$ cat config.mk
export PLATFORM = sky130hd
export DESIGN_NAME = led_pwm_seq
export DESIGN_NICKNAME = d
export VERILOG_FILES = /design/src/rtl/led_seq_pkg.sv /design/src/rtl/led_pwm_core.sv /design/src/rtl/led_blink_seq.sv /design/src/rtl/led_trig_timer.sv /design/src/rtl/led_pwm_seq.sv
export SDC_FILE = /design/constraint.sdc
export NUM_CORES = 1
export LEC_CHECK = 0
export BUFFER_PORTS_ARGS = -buffer_cell sky130_fd_sc_hd__buf_2
export CORE_MARGIN = 1.5
export CORE_UTILIZATION = 55
export DETAILED_ROUTE_END_ITERATION = 12
export MAX_ROUTING_LAYER = met4
export PLACE_DENSITY_LB_ADDON = 0.08
export SYNTH_ARGS = -nofsm -noshare
export SYNTH_HDL_FRONTEND = slang
export SYNTH_SLANG_ARGS = --single-unit
$ cat constraint.sdc
create_clock -name clk_i -period 4.98 [get_ports clk_i]
set_input_delay 0.498 -clock clk_i [delete_from_list [all_inputs] [get_ports clk_i]]
set_output_delay 0.498 -clock clk_i [all_outputs]
set_load 0.01 [all_outputs]
$ cat src/rtl/led_seq_pkg.sv
package led_seq_pkg;

  localparam int SLOTS      = 16;
  localparam int TO_MAX_Q   = 32000;

  typedef enum logic [2:0] {
    ST_IDLE,
    ST_RUN,
    ST_ARMED,
    ST_SHOT,
    ST_WAIT,
    ST_FIRE,
    ST_DONE
  } seq_state_e;

  // base quanta per timeout code: doubling to 1024, then 2000 doubling
  function automatic logic [15:0] timeout_quanta(input logic [3:0] code);
    if (code <= 4'd10) return 16'd1 << code;
    else               return 16'd2000 << (code - 4'd11);
  endfunction

endpackage

$ cat src/rtl/led_pwm_core.sv
module led_pwm_core #(
  parameter int TICK_DIV = 64
) (
  input  logic       clk_i,
  input  logic       rst_ni,
  input  logic       clr_i,
  input  logic [3:0] bright_i,
  output logic       tick_o,
  output logic [3:0] slot_o,
  output logic       duty_o,
  output logic       frame_end_o
);

  logic       tick_w;
  logic [3:0] slot_q;

  generate
    if (TICK_DIV <= 1) begin : g_nodiv
      assign tick_w = 1'b1;
    end else begin : g_div
      localparam int PW = $clog2(TICK_DIV);
      logic [PW-1:0] pre_q;
      always_ff @(posedge clk_i or negedge rst_ni) begin
        if (!rst_ni)               pre_q <= '0;
        else if (clr_i || tick_w)  pre_q <= '0;
        else                       pre_q <= pre_q + 1'b1;
      end
      assign tick_w = (pre_q == PW'(TICK_DIV - 1));
    end
  endgenerate

  always_ff @(posedge clk_i or negedge rst_ni) begin
    if (!rst_ni)     slot_q <= '0;
    else if (clr_i)  slot_q <= '0;
    else if (tick_w) slot_q <= slot_q + 4'd1;
  end

  assign tick_o      = tick_w;
  assign slot_o      = slot_q;
  assign duty_o      = (slot_q <= bright_i);
  assign frame_end_o = tick_w && (slot_q == 4'hF);

endmodule

$ cat src/rtl/led_blink_seq.sv
module led_blink_seq #(
  parameter int UNIT_FRAMES = 32
) (
  input  logic       clk_i,
  input  logic       rst_ni,
  input  logic       clr_i,
  input  logic       frame_end_i,
  input  logic [1:0] on_len_i,
  input  logic [1:0] off_len_i,
  input  logic [1:0] reps_i,
  output logic       on_phase_o,
  output logic       done_o
);

  localparam int FW = $clog2(4 * UNIT_FRAMES + 1);
  localparam logic [FW-1:0] UNIT_W = FW'(UNIT_FRAMES);

  logic          dark_q;
  logic [FW-1:0] fc_q;
  logic [1:0]    rc_q;
  logic [FW-1:0] ph_len;
  logic          last_frame, cycle_end;

  always_comb begin
    if (dark_q) ph_len = FW'(off_len_i) * UNIT_W;
    else        ph_len = (FW'(on_len_i) + FW'(1)) * UNIT_W;
  end

  assign last_frame = frame_end_i && (fc_q == ph_len - FW'(1));
  assign cycle_end  = last_frame && (dark_q || off_len_i == 2'd0);
  assign done_o     = cycle_end && (reps_i != 2'd0) && (rc_q == reps_i - 2'd1);
  assign on_phase_o = !dark_q;

  always_ff @(posedge clk_i or negedge rst_ni) begin
    if (!rst_ni) begin
      dark_q <= 1'b0;
      fc_q   <= '0;
      rc_q   <= '0;
    end else if (clr_i) begin
      dark_q <= 1'b0;
      fc_q   <= '0;
      rc_q   <= '0;
    end else if (last_frame) begin
      fc_q <= '0;
      if (cycle_end) begin
        dark_q <= 1'b0;
        rc_q   <= rc_q + 2'd1;
      end else begin
        dark_q <= 1'b1;
      end
    end else if (frame_end_i) begin
      fc_q <= fc_q + FW'(1);
    end
  end

endmodule

$ cat src/rtl/led_trig_timer.sv
module led_trig_timer
  import led_seq_pkg::*;
#(
  parameter int N_TRIG      = 8,
  parameter int BASE_TICKS  = 50,
  parameter int PULSE_TICKS = 4,
  localparam int SW         = $clog2(N_TRIG)
) (
  input  logic              clk_i,
  input  logic              rst_ni,
  input  logic [N_TRIG-1:0] lines_i,
  input  logic [SW-1:0]     sel_i,
  input  logic              clr_i,
  input  logic              tick_i,
  input  logic              use_pulse_i,
  input  logic [3:0]        code_i,
  output logic              edge_o,
  output logic              elapsed_o
);

  localparam int TO_MAX = TO_MAX_Q * BASE_TICKS;
  localparam int T_MAX  = (PULSE_TICKS > TO_MAX) ? PULSE_TICKS : TO_MAX;
  localparam int TW     = $clog2(T_MAX + 1);
  localparam logic [TW-1:0] BASE_W  = TW'(BASE_TICKS);
  localparam logic [TW-1:0] PULSE_W = TW'(PULSE_TICKS);

  logic [N_TRIG-1:0] s1_q, s2_q;
  logic              prev_q;
  logic              sel_w;
  logic [TW-1:0]     cnt_q;
  logic [TW-1:0]     target_w;

  always_ff @(posedge clk_i or negedge rst_ni) begin
    if (!rst_ni) begin
      s1_q   <= '0;
      s2_q   <= '0;
      prev_q <= 1'b0;
    end else begin
      s1_q   <= lines_i;
      s2_q   <= s1_q;
      prev_q <= sel_w;
    end
  end

  assign sel_w  = s2_q[sel_i];
  assign edge_o = sel_w && !prev_q;

  always_comb begin
    if (use_pulse_i) target_w = PULSE_W;
    else             target_w = TW'(timeout_quanta(code_i)) * BASE_W;
  end

  always_ff @(posedge clk_i or negedge rst_ni) begin
    if (!rst_ni)     cnt_q <= '0;
    else if (clr_i)  cnt_q <= '0;
    else if (tick_i) cnt_q <= cnt_q + TW'(1);
  end

  assign elapsed_o = tick_i && (cnt_q == target_w - TW'(1));

endmodule

$ cat src/rtl/led_pwm_seq.sv
module led_pwm_seq
  import led_seq_pkg::*;
#(
  parameter int TICK_DIV    = 64,
  parameter int UNIT_FRAMES = 32,
  parameter int BASE_TICKS  = 50,
  parameter int PULSE_TICKS = 4,
  parameter int N_TRIG      = 8,
  localparam int SW         = $clog2(N_TRIG)
) (
  input  logic              clk_i,
  input  logic              rst_ni,
  input  logic              en_i,
  input  logic              off_level_i,
  input  logic [3:0]        bright_i,
  input  logic [1:0]        on_len_i,
  input  logic [1:0]        off_len_i,
  input  logic [1:0]        reps_i,
  input  logic              irq_en_i,
  input  logic              trig_en_i,
  input  logic              wdog_i,
  input  logic              reload_i,
  input  logic [SW-1:0]     trig_sel_i,
  input  logic [N_TRIG-1:0] trig_lines_i,
  input  logic [3:0]        timeout_i,
  output logic              pwm_o,
  output logic              irq_o
);

  seq_state_e state_q, state_d;
  logic       clr_w, restart_w, irq_set_w, irq_q;
  logic       tick_w, duty_w, frame_end_w;
  logic [3:0] slot_w;
  logic       on_phase_w, seq_done_w;
  logic       trig_edge_w, elapsed_w;

  led_pwm_core #(.TICK_DIV(TICK_DIV)) u_core (
    .clk_i       (clk_i),
    .rst_ni      (rst_ni),
    .clr_i       (clr_w),
    .bright_i    (bright_i),
    .tick_o      (tick_w),
    .slot_o      (slot_w),
    .duty_o      (duty_w),
    .frame_end_o (frame_end_w)
  );

  led_blink_seq #(.UNIT_FRAMES(UNIT_FRAMES)) u_blink (
    .clk_i       (clk_i),
    .rst_ni      (rst_ni),
    .clr_i       (clr_w),
    .frame_end_i (frame_end_w),
    .on_len_i    (on_len_i),
    .off_len_i   (off_len_i),
    .reps_i      (reps_i),
    .on_phase_o  (on_phase_w),
    .done_o      (seq_done_w)
  );

  led_trig_timer #(
    .N_TRIG      (N_TRIG),
    .BASE_TICKS  (BASE_TICKS),
    .PULSE_TICKS (PULSE_TICKS)
  ) u_timer (
    .clk_i       (clk_i),
    .rst_ni      (rst_ni),
    .lines_i     (trig_lines_i),
    .sel_i       (trig_sel_i),
    .clr_i       (clr_w),
    .tick_i      (tick_w),
    .use_pulse_i (state_q == ST_FIRE),
    .code_i      (timeout_i),
    .edge_o      (trig_edge_w),
    .elapsed_o   (elapsed_w)
  );

  always_comb begin
    state_d   = state_q;
    irq_set_w = 1'b0;
    restart_w = 1'b0;
    if (!en_i) begin
      state_d = ST_IDLE;
    end else begin
      unique case (state_q)
        ST_IDLE: begin
          if (!trig_en_i)  state_d = ST_RUN;
          else if (wdog_i) state_d = ST_WAIT;
          else             state_d = ST_ARMED;
        end
        ST_RUN: begin
          if (seq_done_w) begin
            state_d   = ST_DONE;
            irq_set_w = 1'b1;
          end
        end
        ST_ARMED: if (trig_edge_w) state_d = ST_SHOT;
        ST_SHOT: begin
          if (elapsed_w) begin
            irq_set_w = 1'b1;
            state_d   = reload_i ? ST_ARMED : ST_DONE;
          end
        end
        ST_WAIT: begin
          if (elapsed_w) begin
            state_d   = ST_FIRE;
            irq_set_w = 1'b1;
          end else if (trig_edge_w) begin
            restart_w = 1'b1;
          end
        end
        ST_FIRE: if (elapsed_w) state_d = reload_i ? ST_WAIT : ST_DONE;
        ST_DONE: state_d = ST_DONE;
        default: state_d = ST_IDLE;
      endcase
    end
  end

  // counters restart on every state change and are held in waiting states
  assign clr_w = restart_w || (state_d != state_q) ||
                 (state_q inside {ST_IDLE, ST_ARMED, ST_DONE});

  always_ff @(posedge clk_i or negedge rst_ni) begin
    if (!rst_ni) begin
      state_q <= ST_IDLE;
      irq_q   <= 1'b0;
    end else begin
      state_q <= state_d;
      irq_q   <= irq_set_w && irq_en_i;
    end
  end

  always_comb begin
    unique case (state_q)
      ST_RUN:  pwm_o = on_phase_w && duty_w;
      ST_SHOT: pwm_o = duty_w;
      ST_FIRE: pwm_o = 1'b1;
      default: pwm_o = off_level_i;
    endcase
  end

  assign irq_o = irq_q;

endmodule

Word level (Yosys, flattened, before mapping)

Cells that the tools add are included.

Output and inout port bits: 2
Bits of input ports: 33
Flip-flop bits (word level): 63

Multiply operators: 1
$lt $le $gt $ge: 3
Multiplexer cells: 40
Shifts and indexed selects: 2
Equality and inequality tests: 12
Add/sub/neg operators: 10
Reductions and logical operators: 25

Operator list:

| cell                  | number |
|---|---|
| $mux 21               | 3 |
| $mux 16               | 2 |
| $mux 8                | 4 |
| $mux 3                | 9 |
| $add 21x1->21 const B | 1 |
| $eq 21x21->1          | 1 |
| $pmux 3 s7            | 1 |
| $sub 21x1->21 const B | 1 |
| $mul 16x5->20 const B | 1 |
| $shl 1x4->16 const A  | 1 |
| $shl 11x4->16 const A | 1 |
| $mux 1                | 11 |
| $eq 3x3->1 const B    | 3 |
| $logic_and 1x1->1     | 9 |
| $add 8x1->8 const B   | 1 |
| $eq 8x8->1            | 1 |
| $mux 2                | 4 |
| $mux 4                | 2 |
| $reduce_bool 2->1     | 4 |
| $sub 8x1->8 const B   | 1 |
| $add 6x1->6 const B   | 1 |
| $eq 3x2->1 const B    | 2 |
| $eq 6x6->1 const B    | 1 |
| $mux 6                | 1 |
| 22 further kinds      | 27 |

Longest topological paths before layout

Word-level depth: 17
Mapped depth: 29

Modules after synthesis

From an unflattened synthesis, not the netlist that was laid out.

Cell total of the unflattened synthesis: 726
Area, all modules: 6267.3 um^2

Modules (own cells, without submodules):

| module         | cells an instance | area each (um^2) | instances |
|---|---|---|---|
| led_trig_timer | 544               | 4560.6           | 1 |
| led_blink_seq  | 73                | 719.4            | 1 |
| led_pwm_core   | 58                | 583.1            | 1 |
| led_pwm_seq    | 51                | 404.1            | 1 |

Least setup slack after synthesis

OpenSTA, ideal clock, no wires.

Kind: in2reg
Start: in timeout_i[2]
End: reg u_core.g_div.pre_q[3]
Stages: 24
Required time: 4835 ps
Arrival time: 6188 ps
Setup slack: -1354 ps
Path buffers: 3
Cell sequence: clkbuf_1 -> inv_1 -> ha_1 -> nand2b_1 -> o21ai_0 -> ha_1 -> ha_1 -> inv_1 -> fa_1 -> inv_1 -> ha_1 -> a21o_1 -> a21o_1 -> or4_1 -> and3_4 -> nor4b_4 -> nand3_1 -> xnor2_1 -> a2111oi_2 -> and4b_1 -> buf_6 -> mux2i_4 -> buf_6 -> nor4b_2

Cells in the longest elaborated chain, start to end: 17

Ends and longest elaborated chain:

| what                             | line                                                      | RTL |
|---|---|---|
| from (decl)                      | led_pwm_seq.sv:25                                         | `input logic [3:0] timeout_i,` |
| $sub 4x4->4                      | led_seq_pkg.sv:19                                         | `else return 16'd2000 << (code - 4'd11);` |
| $shl 11x4->16                    | led_seq_pkg.sv:19                                         |  |
| $mux 16 *                        | led_seq_pkg.sv:18                                         | `if (code <= 4'd10) return 16'd1 << code;` |
| $mux 16 *                        | led_trig_timer.sv:49                                      | `if (use_pulse_i) target_w = PULSE_W;` |
| $mul 16x5->20 *                  | led_trig_timer.sv:50                                      | `else target_w = TW'(timeout_quanta(code_i)) * BASE_W;` |
| $mux 21 *                        | led_trig_timer.sv:49                                      |  |
| $sub 21x1->21 *                  | led_trig_timer.sv:59                                      | `assign elapsed_o = tick_i && (cnt_q == target_w - TW'(1));` |
| $eq 21x21->1 *                   | led_trig_timer.sv:59                                      |  |
| $logic_and 1x1->1 *              | led_trig_timer.sv:59                                      |  |
| $mux 3 (on tied branches)        | led_pwm_seq.sv:111, led_pwm_seq.sv:98, led_pwm_seq.sv:104 |  |
| $pmux 3 s7                       | led_pwm_seq.sv:84                                         | `unique case (state_q)` |
| $mux 3                           | led_pwm_seq.sv:81                                         | `if (!en_i) begin` |
| $ne 3x3->1                       | led_pwm_seq.sv:119                                        | `assign clr_w = restart_w \|\| (state_d != state_q) \|\|` |
| $logic_or 1x1->1 * (2 in series) | led_pwm_seq.sv:119                                        |  |
| $logic_or 1x1->1 *               | led_pwm_core.sv:25                                        | `else if (clr_i \|\| tick_w) pre_q <= '0;` |
| $mux 6 *                         | led_pwm_core.sv:25                                        |  |
| to (signal assigned)             | led_pwm_core.sv:26                                        | `else pre_q <= pre_q + 1'b1;` |
| to (decl)                        | led_pwm_core.sv:22                                        | `logic [PW-1:0] pre_q;` |

Mark *: on every way between the ends. The rest lies on a longest branch, timed or not. The select of a mux whose other input is x is not followed.
A chain may end at the register's enable or synchronous reset.

Worst setup path in the final report

Start: in timeout_i[0]
End: reg u_blink.rc_q[0]

Cells in the longest elaborated chain, start to end: 17

Ends and longest elaborated chain:

| what                             | line                                                      | RTL |
|---|---|---|
| $sub 4x4->4                      | led_seq_pkg.sv:19                                         |  |
| $shl 11x4->16                    | led_seq_pkg.sv:19                                         |  |
| $mux 16 *                        | led_seq_pkg.sv:18                                         |  |
| $mux 16 *                        | led_trig_timer.sv:49                                      |  |
| $mul 16x5->20 *                  | led_trig_timer.sv:50                                      |  |
| $mux 21 *                        | led_trig_timer.sv:49                                      |  |
| $sub 21x1->21 *                  | led_trig_timer.sv:59                                      |  |
| $eq 21x21->1 *                   | led_trig_timer.sv:59                                      |  |
| $logic_and 1x1->1 *              | led_trig_timer.sv:59                                      |  |
| $mux 3 (on tied branches)        | led_pwm_seq.sv:111, led_pwm_seq.sv:98, led_pwm_seq.sv:104 |  |
| $pmux 3 s7                       | led_pwm_seq.sv:84                                         |  |
| $mux 3                           | led_pwm_seq.sv:81                                         |  |
| $ne 3x3->1                       | led_pwm_seq.sv:119                                        |  |
| $logic_or 1x1->1 * (2 in series) | led_pwm_seq.sv:119                                        |  |
| $reduce_bool 2->1 (no line)      | -                                                         |  |
| $reduce_and 2->1 (no line)       | -                                                         |  |
| to (signal assigned)             | led_blink_seq.sv:47                                       | `rc_q <= rc_q + 2'd1;` |
| to (decl)                        | led_blink_seq.sv:20                                       | `logic [1:0] rc_q;` |

Marks and branches as above.

==> impl_metrics.py <==
metrics = {
    "status": {
        "status": "complete, but fails checks",
        "violations": "negative setup slack",
    },
    "routing": {
        "drc": 0,
        "dr.pass1.iters": 4,
        "dr_total_vias": 6322,
        "drt.antenna.violating_nets": 0,
        "wl_per_cell_um": 16.27,
        "via_per_inst": 5.774,
        "first_iter_violations": 229,
        "drt-total-wl_mm": 17.82,
    },
    "worst_setup_path": {
        "arrival_ns": 5.88,
        "critical_path_class": "primary input to flop",
        "endpoint_kind": "flop",
        "critPathLaunchType": "primary input",
        "worst-path-max-fanout": 8,
        "worstSetupStartpoint": "timeout_i[0]",
        "r2r_start": "u_blink.dark_q",
        "required_ns": 5.16,
    },
    "sta": {
        "worst_pin_slew_ns": 1.082,
        "fin_tns_setup_ns": -30.55,
        "setup_viol": 46,
        "period_share": 1.144,
        "period_minus_slack_ns": 5.698,
        "rsz0062_at_grt": "true",
        "max-slew-margin-rel": 0.2761,
        "skew_ns": 0.005034,
        "finalMaxSlewViolations": 0,
        "max_freq_ghz": 0.1755,
        "hold_violations": 0,
        "layout_setup_ws_ns": -0.7179,
    },
    "placement": {
        "pre_cts_slack_ns": -1.182,
        "place_hpwl_mm": 12.53,
        "io_buffer_count": 34,
        "gp_routability_congestion": 0.8663,
        "dpl.cell_count": 1053,
    },
    "global_routing": {
        "grt_start_max_net_pins": 64,
        "grt_use_total": 0.2934,
        "antenna_found_initial": 0,
        "grt_pass1_vias": 6693,
        "overflow": 0,
        "grt_first_pass_wirelength_mm": 30.11,
    },
    "die": {
        "die_area_um2": 12780,
        "row_count": 40,
        "core_area_um2": 11910,
        "initial_core_util": 0.5592,
        "ios": 35,
        "die_w_um": 113.1,
        "die_h_um": 113.1,
    },
    "finish": {
        "fin_nets": 1060,
        "antenna_cells": 0,
        "drive_gt1_frac": 0.3618,
        "area_growth_pct": 37.98,
        "fin_cells": 1095,
    },
    "synth": {
        "synth_cell_types": 79,
        "synthCells": 772,
        "synth-async-reset-ratio": 1.000,
        "synth_top_area_frac": 0.2367,
        "synth_top_area_cell": "dfrtp_1",
        "ys_warn_count": 0,
        "post_synth.cell_area_avg_um2": 8.629,
        "netlist_area_um2": 6661,
        "netlist_top_cells_area": "dfrtp_1, ha_1, xnor2_1",
        "synth_common_cells": "ha_1, inv_1, dfrtp_1",
        "ys_seq_area_frac": 0.2367,
        "ys_ff_latch": 63,
        "ys.flop_type": "dfrtp_1",
        "synth_enable_flop_cells": 0,
        "syn_nets": 889,
    },
    "cts": {
        "tritoncts": "done",
        "hold_buffers": 0,
        "cts_made_buffers": 9,
        "clock_path_buffers": 2,
        "cts_sinks": 63,
        "clk_pin_slew_ns": 0.05,
        "htree_levels": 3,
        "cts-root-buf": "clkbuf_16",
        "insertion_delay_ns": 0.33,
    },
    "pwr": {
        "ir_worst_vdd_uv": 344.9,
        "power_mw": 2.376,
        "power_density_nw_per_um2": 258.5,
        "leakage_nw": 4.236,
    },
    "hold_path": {
        "hold_path_class": "primary input to flop",
        "min_from": "trig_lines_i[2]",
    },
    "run": {
        "max-cap-violations": 0,
    },
}
[state kept, by name, indices dropped and copies added (netlist names)]
signal,cells
u_timer.s2_q,8
u_blink.dark_q,1
u_core.slot_o,4
irq_o,1
u_blink.fc_q,8
u_blink.rc_q,2
u_timer.prev_q,1
u_timer.s1_q,8
state_q,3
u_core.g_div.pre_q,6
u_timer.cnt_q,21
[layout by cell type (no fill, tap or decap), drive strengths merged, types with 7 or more instances in the layout]
cell type,synthesis,layout
buf,15,196
ha,73,73
inv,73,72
dfrtp,63,63
nand2,62,62
xnor2,46,46
nor2,45,45
a21oi,36,36
nor4,34,34
o21ai,33,33
nand3,32,32
xor2,26,26
nand4,17,17
nor3,17,17
a21o,15,15
mux2i,15,15
nor2b,12,12
and3,12,12
clkbuf,22,12
fa,11,11
nand2b,9,9
nor4b,9,9
and2,7,7
[per-layer routing]
| layer | track usage | vias up | routed length [um] | share of wire |
|---|---|---|---|---|
| met5 | - | - | 0 | 0 |
| met4 | 0.08750 | 0 | 302 | 0.017 |
| met3 | 0.02089 | 28 | 324 | 0.018 |
| li1 | - | 3083 | - | - |
| met1 | 0.3214 | 3101 | 7321 | 0.41 |
| met2 | 0.5657 | 110 | 9869 | 0.55 |
[cells by family (layout without fill, tap and decap cells)]
kind of cell | count (synthesis) | in the layout | synth area share
adders and majority gates | 84 | 84 | 0.1702
AOI/OAI and AO/OA | 137 | 137 | 0.1386
xor gates and xnor gates | 72 | 72 | 0.09467
and+or+nand+nor | 287 | 287 | 0.2562
buffers and inverters | 110 | 286 | 0.06912
muxes | 19 | 19 | 0.03456
DFF | 63 | 63 | 0.2367
[stage by stage]
| stage | hold slack [ns] | cell area, um^2 | utilization |
|---|---|---|---|
| 6_report | 0.2744 | 9191 | 0.7716 |
| 3_5_place_dp | 0.3364 | 8070 | 0.6775 |
| 2_1_floorplan | 0.2024 | 6893 | - |
| 5_1_grt | 0.2731 | 9191 | 0.7716 |
| 4_1_cts | 0.2687 | 8915 | 0.7484 |
| 3_3_place_gp | 0.3318 | 8070 | 0.6775 |
[path summary, 6_finish.rpt]
path                                        end  slack, ns  depth (start not counted)
worst max register to register  u_blink.fc_q[5]       0.59                         14
min in group asynchronous       u_timer.s1_q[6]       0.34                          2
worst max-delay path            u_blink.rc_q[0]      -0.72                         28
worst min-delay path            u_timer.s1_q[2]       0.27                          1
worst min register to register  u_timer.s2_q[1]       0.35                          0
max in group asynchronous       u_blink.fc_q[1]       4.12                          2
[repair_timing]
action,CTS,global route
pin swaps,23,28
gates resized for setup,65,35
buffers inserted,18,5
gates cloned,3,1
endpoints found under the setup margin,46,46
[layout make-up]
class | instances | area (um^2)
clock buffer | 11 | 252.7
timing repair buffer | 197 | 1550
sequential | 63 | 1577
multi-input combinational | 599 | 5265
fill | 833 | 2720
tap | 147 | 183.9
inverter | 73 | 282.8
clock inverter | 5 | 80.08
[where the power goes]
group,total [mW],internal [mW],leakage (nW),switching (mW)
sequential,0.536,0.523,0.839,0.0122
clock,0.681,0.464,0.158,0.217
combinational,1.16,0.592,3.24,0.568
[worst max-delay path, cell delays in order]
cell and delay, ns:
buf_8 0.09, clkinvlp_4 0.10, buf_4 0.17, ha_1 0.22, nand2b_1 0.16, nand3_1 0.10
a21oi_2 0.09, buf_4 0.15, ha_1 0.29, ha_1 0.29, inv_1 0.05, fa_1 0.53
inv_1 0.04, ha_1 0.32, a21oi_2 0.15, o22ai_1 0.09, a31o_2 0.22, a311o_1 0.27
a311o_1 0.31, o2111a_1 0.18, a221o_1 0.30, a21oi_1 0.13, nand3b_1 0.13, and4b_2 0.29
mux2i_4 0.31, buf_6 0.18, buf_16 0.15, nor4_1 0.05
Note: power is estimated with default switching activity, not from simulation.
